<file path="config.mk">
export PLATFORM = sky130hd
export DESIGN_NAME = ctl_clkgen
export DESIGN_NICKNAME = d
export VERILOG_FILES = /design/src/rtl/ctl_clkgen.sv
export SDC_FILE = /design/constraint.sdc
export NUM_CORES = 1
export LEC_CHECK = 0
export BUFFER_PORTS_ARGS = -buffer_cell sky130_fd_sc_hd__buf_2
export CAP_MARGIN = 30
export CORE_ASPECT_RATIO = 0.6
export CORE_UTILIZATION = 49
export CTS_CLUSTER_DIAMETER = 80
export DETAILED_ROUTE_END_ITERATION = 16
export PLACE_DENSITY_LB_ADDON = 0.25
export SKIP_CTS_REPAIR_TIMING = 1
export SLEW_MARGIN = 0
export SYNTH_ARGS = -nofsm -noshare
export SYNTH_HDL_FRONTEND = slang
export SYNTH_SLANG_ARGS = --single-unit
</file>
<file path="constraint.sdc">
create_clock -name clk -period 8.4 [get_ports clk]
set_input_delay 0.42 -clock clk [delete_from_list [all_inputs] [get_ports clk]]
set_output_delay 0.42 -clock clk [all_outputs]
set_load 0.02 [all_outputs]
</file>
<file path="src/rtl/ctl_clkgen.sv">
module ctl_clkgen #(
  parameter int RATIO_W = 12
) (
  input  logic               clk,
  input  logic               rst_n,
  input  logic [1:0]         mode_pins,
  input  logic               fmt_tdm,
  input  logic [RATIO_W-1:0] cclk_ratio,
  output logic               bclk,
  output logic               fsync,
  output logic               locked,
  output logic               cfg_err
);

  localparam int CW = RATIO_W + 1;

  logic [1:0]         mode_q;
  logic               tdm_q;
  logic [RATIO_W-1:0] ratio_q;

  always_ff @(posedge clk) begin
    if (!rst_n) begin
      mode_q  <= mode_pins;
      tdm_q   <= fmt_tdm;
      ratio_q <= cclk_ratio;
    end
  end

  logic [CW-1:0] per_frame, per_bit, bits, low_len, ratio_x;
  logic [3:0]    bits_log;
  logic          err, div1;

  assign ratio_x = CW'(ratio_q);

  always_comb begin
    case (mode_q)
      2'b00:   per_frame = CW'(256);
      2'b01:   per_frame = CW'(128);
      2'b10:   per_frame = ratio_x >> 1;
      default: per_frame = ratio_x;
    endcase
    case (mode_q)
      2'b10:   bits_log = 4'd7;
      2'b11:   bits_log = 4'd8;
      default:
        if (!tdm_q)                        bits_log = 4'd6;
        else if (ratio_x <= per_frame)     bits_log = 4'd8;
        else if (ratio_x <= (per_frame << 1)) bits_log = 4'd7;
        else                               bits_log = 4'd6;
    endcase
    bits    = CW'(1) << bits_log;
    per_bit = per_frame >> bits_log;
    low_len = per_bit - (per_bit >> 1);
    err     = (per_frame == '0) || (mode_q == 2'b10 && ratio_q[0]) ||
              ((per_frame & (bits - CW'(1))) != '0) || (per_bit == '0);
    div1    = (per_bit == CW'(1));
  end

  logic          active;
  logic [CW-1:0] cyc, bit_n;

  always_ff @(posedge clk) begin
    if (!rst_n) begin
      active <= 1'b0;
      cyc    <= '0;
      bit_n  <= '0;
    end else if (!err) begin
      active <= 1'b1;
      if (active) begin
        if (cyc == per_bit - CW'(1)) begin
          cyc   <= '0;
          bit_n <= (bit_n == bits - CW'(1)) ? '0 : bit_n + CW'(1);
        end else begin
          cyc <= cyc + CW'(1);
        end
      end
    end
  end

  assign bclk    = active & (div1 ? ~clk : (cyc >= low_len));
  assign fsync   = active & (tdm_q ? (bit_n == '0) : (bit_n >= (bits >> 1)));
  assign locked  = active;
  assign cfg_err = err;

endmodule

</file>
; ---- After elaboration in Yosys (flattened, before gate mapping)
; Cells that the tools add are included.
[word_totals]
ff_bits = 42
rom_bits = 0
n_memories = 0
mem_bits_rw = 0
latchBits = 0
[op_classes]
mul = 0
n_div = 0
bitwise_logic = 5
order_cmp = 4
n_shift = 2
add_sub_neg = 5
n_mux = 9
n_reduce_logical = 11
eq_ne = 6
[ops]
columns = op, n
row1 = 13-bit logical NOT, 3
row2 = 12-bit case mux with 3 select lines, 1
row3 = "13-bit by 1-bit adder with 13-bit output, second input constant", 2
row4 = 13-bit equality test, 2
row5 = 12-bit by 13-bit <= comparator with 1-bit output, 2
row6 = 13-bit two-way mux, 2
row7 = "13-bit by 1-bit subtractor with 13-bit output, second input constant", 2
row8 = 13-bit AND, 1
row9 = "13-bit by 1-bit equality test with 1-bit output, second input constant", 1
row10 = 13-bit by 12-bit >= comparator with 1-bit output, 1
row11 = 13-bit >= comparator, 1
row12 = 13-bit nonzero test, 1
row13 = "1-bit by 4-bit << shifter with 13-bit output, first input constant", 1
row14 = 13-bit by 4-bit right shift with 13-bit output, 1
row15 = 13-bit by 12-bit subtractor with 13-bit output, 1
row16 = 4-bit two-way mux, 2
row17 = 4-bit case mux with 2 select lines, 1
row18 = "2-bit equality test, second input constant", 2
row19 = 1-bit logical OR, 3
row20 = 1-bit two-way mux, 3
row21 = 3-bit AND reduction, 1
row22 = 1-bit AND, 2
row23 = "2-bit by 1-bit equality test with 1-bit output, second input constant", 1
row24 = 2-bit logical NOT, 1
row25 = other kinds (3), 4

; ---- Depth between registers and ports, before layout
; Gate-level depths: netlist (run 1).
[logic_depth]
depth_word = 15
mapped_depth = 33
mapped_depth_nobuf = 30

==> results of run 1 <==
[routing by layer]
layer	vias up	GRT usage (%)	part of all wire [%]
met5	-	0	0
met4	0	7.28	1.2
met3	15	6.59	8.1
met2	167	39.3	41
met1	1941	37.0	49
li1	2048	-	-
[cells in the final DEF, fill, tap and decap left out, drive strengths merged, types with 4 or more instances in the layout]
cell type	netlist	final
and2	5	5
xnor2	16	16
nor4	7	7
clkbuf	9	8
nand2b	7	7
ha	63	63
nand3	16	16
conb	2	42
or4	4	4
a21boi	4	4
edfxtp	15	15
dfxtp	27	27
and3	12	12
o211ai	7	7
inv	33	36
a21o	4	4
a21oi	46	46
mux2	5	5
xor2	13	13
o21ai	27	27
or3	5	5
nand4	10	10
nand4b	5	5
o21a	12	12
o21bai	8	8
a31oi	7	7
nor3	17	17
nor2b	15	15
mux2i	6	6
nor2	38	38
buf	10	30
nand2	44	44
[stage by stage]
step / hold WS, ns / setup WS (ns) / utilization, % / instance area, sq um
2_1_floorplan: 0.458 / 1.77 / - / 4540
4_1_cts: 0.172 / 0.524 / 57.2 / 4910
3_3_place_gp: 0.481 / 1.41 / 54.6 / 4690
6_report: 0.179 / 0.941 / 58.1 / 4990
5_1_grt: 0.171 / 0.125 / 58.1 / 4990
3_5_place_dp: 0.482 / 1.14 / 54.6 / 4690
[cells in the mapped netlist, types with 6 or more instances]
master,instances
mux2i_1,6
xor2_1,13
nor2b_1,15
clkbuf_1,9
buf_2,6
o21ai_0,25
nand2b_1,7
nand2_1,43
a21oi_1,45
edfxtp_1,15
nand4_1,10
nand3_1,16
nor2_1,38
dfxtp_1,27
and3_1,12
nor3_1,17
o21bai_1,8
inv_1,33
ha_1,63
o21a_1,12
xnor2_1,16
a31oi_1,7
[power by group]
group	switching, uW	internal [uW]	total [uW]
sequential	19.5	219	238
combinational	129	99.0	228
clock	100	173	273
total	249	490	739
[sequential cells by signal, indices dropped and copies added, names as in the netlist]
register,flops
tdm_q,1
cyc,13
bit_n,13
mode_q,2
locked,1
ratio_q,12
[area by class of cell]
cell class / count / area share, %
multi-input combinational: 484 / 66.7
timing repair buffer: 29 / 3.56
inverter: 34 / 2.56
tap: 112 / 2.81
clock inverter: 3 / 0.426
sequential: 42 / 19.9
clock buffer: 9 / 4.11
[worst register-to-register path, cell delays in order, from the launching register on]
cell      delay (ns)
edfxtp_1        0.76
o21ai_0         0.30
ha_1            0.38
nand3_1         0.11
nor4_2          0.33
nand3_1         0.13
a21boi_1        0.48
a21bo_2         0.29
o21bai_1        0.08
o21ai_0         0.50
inv_1           0.19
ha_1            0.29
nand2_1         0.11
o21ai_0         0.11
nor3_1          0.41
nand2_1         0.09
a31oi_1         0.57
and4bb_4        0.44
nand2_4         0.15
or4_1           0.52
a21oi_1         0.14
[logic make-up (layout without fill, tap and decap cells)]
logic type	count (synthesis)	count (layout)	share of synthesized area, %
fa+ha+maj	64	64	18.4
other cells	2	42	0.171
simple gates	197	197	24.3
flops	42	42	22.6
compound gates	141	141	21.0
mux	11	11	2.65
xor+xnor	29	29	5.79
buf+inv	53	75	5.05
[how the worst max path moves through the flow]
stage / endpoint / slack (ns)
final: bclk / 0.94
after global routing: bclk / 0.13
after CTS: bclk / 0.52
after detailed placement: bclk / 1.14
after global placement: bclk / 1.41
after floorplan: bclk / 1.77
==> flow_summary.yaml, run 1 <==
outcome:
  status: "finished clean"
floorplanning:
  design.core.area_sq_mm: 0.00859
  dieArea_sq_mm: 0.00935
  start_util_pct: 51.1
  fp-row-count: 26
  chipHeight_um: 75.3
  io-pin-count: 21
  die_x_um: 124
critical_path:
  path_delay_family: "compound AO/OA/AOI/OAI gates"
  cp_max_fo: 18
  critical_path_arrival_ns: 7.04
  worstRegToRegCells: 20
  crit_top_cell: "a21oi_1"
  critical_path_required_ns: 7.98
  critical_path.startpoint: "mode_q[1]"
  path_buf_inv: 2
  worstReg2RegStart: "mode_q[1]"
  r2r_slack_ns: 1.92
  crit_type: "register to output port"
  cpMaxStageDelayCell: "edfxtp_1"
  crit_path_max_incr_delay_ns: 0.76
  r2r_end: "bit_n[6]"
  start_kind: "register"
  end_kind: "output port"
  worstSetupPathDepth: 28
synthesis:
  synth_top_area_cell: "ha_1"
  ys_seq_area_share_pct: 22.6
  ys_types: 71
  synth_top_area_share_pct: 18.0
  synth_edf_count: 15
  syn_area_per_cell_sq_um: 8.14
  synth_seq_cells: 42
  synthCells: 539
  synth_flop_cell: "dfxtp_1"
  async_flop_share_pct: 0
  ys_warn_count: 0
  yosys-top-cells-area: "ha_1 (18%), dfxtp_1 (12%), edfxtp_1 (10%), a21oi_1 (5.1%), nand2_1 (3.7%)"
  syn_area_sq_mm: 0.00439
timing:
  drv_slew: 0
  layout_min_cycle_time_ns: 7.46
  timing.final.crit_share_pct: 88.8
  setup_violations: 0
  rsz0062_at_grt: "no"
  tns_ns: 0
  fmaxAchievable_mhz: 134
  clock_skew_ns: 0.00911
  maxSlewHeadroom_pct: 41.3
  worstMarginPinSlew_ns: 0.876
  finalHoldViolations: 0
clocking:
  cts_tree: "done"
  clkLatencyLatePin_ns: 0.41
  clk_transition_reported_paths_ns: 0.07
routing:
  route.antenna.remaining_nets: 0
  vias: 4171
  drt_iter0_drc: 307
  drt_wl_total_um: 11600
  post-route-drc-count: 0
  wl_per_cell_um: 16.2
  drt_pass1_iterations: 5
  viasPerCell: 5.85
global_routing:
  grt_pass1_wl_um: 18500
  grt_overflow: 0
  antenna_found_initial: 0
  first_global_vias: 3790
  groute.usage.overall_pct: 26.1
  grt_max_degree: 35
finish:
  diodes: 0
  area_growth_pct: 13.7
  fin_cells: 713
  final_layout_size_suffix_gt1_share_pct: 10.1
  multiInputGateArea_sq_mm: 0.00332
  fin_nets: 681
  fillers: 784
  layout.area.seq_sq_um: 991
hold_path:
  hp-start: "fmt_tdm"
  hold_class: "input pin to register"
  holdPathEnd: "tdm_q"
  hold_depth: 1
power:
  powerDensity_mw_per_mm2: 148
  vdd_drop_max_mv: 0.0933
  fin_total_pwr_uw: 739
  power.leakage_uw: 0.00207
placement:
  dp_hpwl_um: 8430
  gp_congestion: 0.932
  portBuffers: 20
  dpl.cell_count: 693
flow_run:
  cap_violations: 0
Power figures use the tool's default switching activity.
==> run 2, diff against run 1 <==
--- a/config.mk
+++ b/config.mk
@@ -8,7 +8,7 @@
 export BUFFER_PORTS_ARGS = -buffer_cell sky130_fd_sc_hd__buf_2
 export CAP_MARGIN = 30
 export CORE_ASPECT_RATIO = 0.6
-export CORE_UTILIZATION = 49
+export CORE_UTILIZATION = 55
 export CTS_CLUSTER_DIAMETER = 80
 export DETAILED_ROUTE_END_ITERATION = 16
 export PLACE_DENSITY_LB_ADDON = 0.25
==> flow_summary.yaml, run 2 (same netlist as run 1, synthesis figures left out) <==
finish:
  layout.area.seq_sq_um: 991
  area_growth_pct: 12.2
  fin_nets: 674
  final_common_cell: "ha_1"
  multiInputGateArea_sq_mm: 0.00332
  layout_common_cells: "ha_1 (63), a21oi_1 (45), nand2_1 (43)"
  fin_area_sq_mm: 0.00492
  largestRegisters: "bit_n (13), cyc (13), ratio_q (12)"
  fillers: 648
  final_layout_size_suffix_gt1_share_pct: 8.92
  diodes: 0
critical_path:
  start_kind: "register"
  cpMaxStageDelayCell: "edfxtp_1"
  r2r_slack_ns: 1.57
  worstRegToRegCells: 23
  worstReg2RegStart: "mode_q[0]"
  r2r_end: "bit_n[6]"
  cp_max_fo: 17
  critical_path_arrival_ns: 7.33
  crit_type: "register to output port"
  end_kind: "output port"
  critical_path_required_ns: 7.98
  crit_path_max_incr_delay_ns: 0.81
  crit_top_cell: "a21oi_1"
floorplanning:
  fp-row-count: 24
  chipHeight_um: 71.2
  start_util_pct: 58.7
  die_x_um: 117
  design.core.area_sq_mm: 0.00748
  io-pin-count: 21
  dieArea_sq_mm: 0.00835
routing:
  drt_iter0_drc: 387
  dr_wl_met3_um: 1280
  drt_pass1_iterations: 6
  route.antenna.remaining_nets: 0
  wl_per_cell_um: 16.8
  drt_wl_total_um: 11700
  viasPerCell: 6.03
  vias: 4211
  post-route-drc-count: 0
  routed.top_layer: "met4"
  met1Wirelength_um: 5310
  wl_met2_um: 4890
timing:
  drv_slew: 0
  rsz0062_at_grt: "no"
  worstMarginPinSlew_ns: 0.841
  fmaxAchievable_mhz: 129
  maxSlewHeadroom_pct: 43.6
  clock_skew_ns: 0.00743
  tns_ns: 0
  layout_min_cycle_time_ns: 7.75
  whs_ns: 0.181
  finalHoldViolations: 0
  timing.final.crit_share_pct: 92.3
  setup_violations: 0
hold_path:
  hold_depth: 1
  hold_class: "input pin to register"
  hp-start: "mode_pins[1]"
  holdPathEnd: "mode_q[1]"
global_routing:
  grt_pass1_wl_um: 18500
  antenna_found_initial: 0
  first_global_vias: 3918
  grt_overflow: 0
  grt_max_degree: 35
  groute.usage.overall_pct: 29.2
power:
  vdd_drop_max_mv: 0.0798
  powerDensity_mw_per_mm2: 149
  power.leakage_uw: 0.00203
placement:
  dp_hpwl_um: 8610
  gp_congestion: 0.961
  dpl_cell_area_sq_mm: 0.00468
  portBuffers: 20
clocking:
  cts_tree: "done"
  clkLatencyLatePin_ns: 0.41
  clk_transition_reported_paths_ns: 0.06
flow_run:
  cap_violations: 0
outcome:
  status: "finished clean"
[run 2: cell count changes in the layout (fill, tap and decap cells not counted)]
cell,before,now
inv_4,2,0
buf_4,8,1
clkinv_4,0,1
clkbuf_1,0,1
clkinv_2,0,1
inv_6,1,0
[run 2: how the worst max path moves through the flow]
| stage | startpoint | endpoint | slack [ns] | cells after the start |
|---|---|---|---|---|
| 2_1_floorplan | mode_q[0] | bclk | 1.77 | 33 |
| 3_3_place_gp | mode_q[0] | bclk | 1.42 | 30 |
| 3_5_place_dp | mode_q[0] | bclk | 1.06 | 31 |
| 4_1_cts | mode_q[0] | bclk | 0.45 | 31 |
| 5_1_grt | mode_q[0] | bclk | 0.15 | 31 |
| 6_report | mode_q[0] | bclk | 0.65 | 31 |
[run 2: worst max-delay path, delay by kind of cell (launching register included)]
kind / cells / cell delay, ns
flip-flops: 1 / 0.81
multiplexers: 1 / 0.28
adder cells (fa/ha/maj): 4 / 1.30
buffers and inverters: 3 / 0.27
AO/OA/AOI/OAI: 16 / 3.32
AND/OR/NAND/NOR: 7 / 0.92
[run 2: cell type report]
cell class              count  share of cell area, %
repair buffers             22                   2.54
multi-input cells         484                   67.6
inverters                  34                   2.59
clock inverters             2                  0.280
flip-flops and latches     42                   20.1
well taps                 104                   2.64
clock buffers              10                   4.25
[run 2: layer usage]
layer / vias up / track usage, %
met1: 1926 / 40.8
met5: - / 0
met2: 207 / 42.7
met4: 0 / 9.42
met3: 32 / 8.83
li1: 2046 / -
[run 2: power by group]
part / switching (uW) / total, uW / internal [uW]
Sequential: 19.9 / 239 / 219
Combinational: 131 / 228 / 96.6
Clock: 93.8 / 265 / 171
Total: 245 / 732 / 487
[run 2: through the flow]
step / instances / worst slack, ns / util [%] / total power (uW)
2_1_floorplan: 579 / 1.77 / - / 408
3_3_place_gp: 685 / 1.42 / 62.6 / 448
3_5_place_dp: 685 / 1.06 / 62.6 / 455
4_1_cts: 696 / 0.448 / 65.5 / 722
5_1_grt: 698 / 0.146 / 65.8 / 770
6_report: 698 / 0.650 / 65.8 / 732
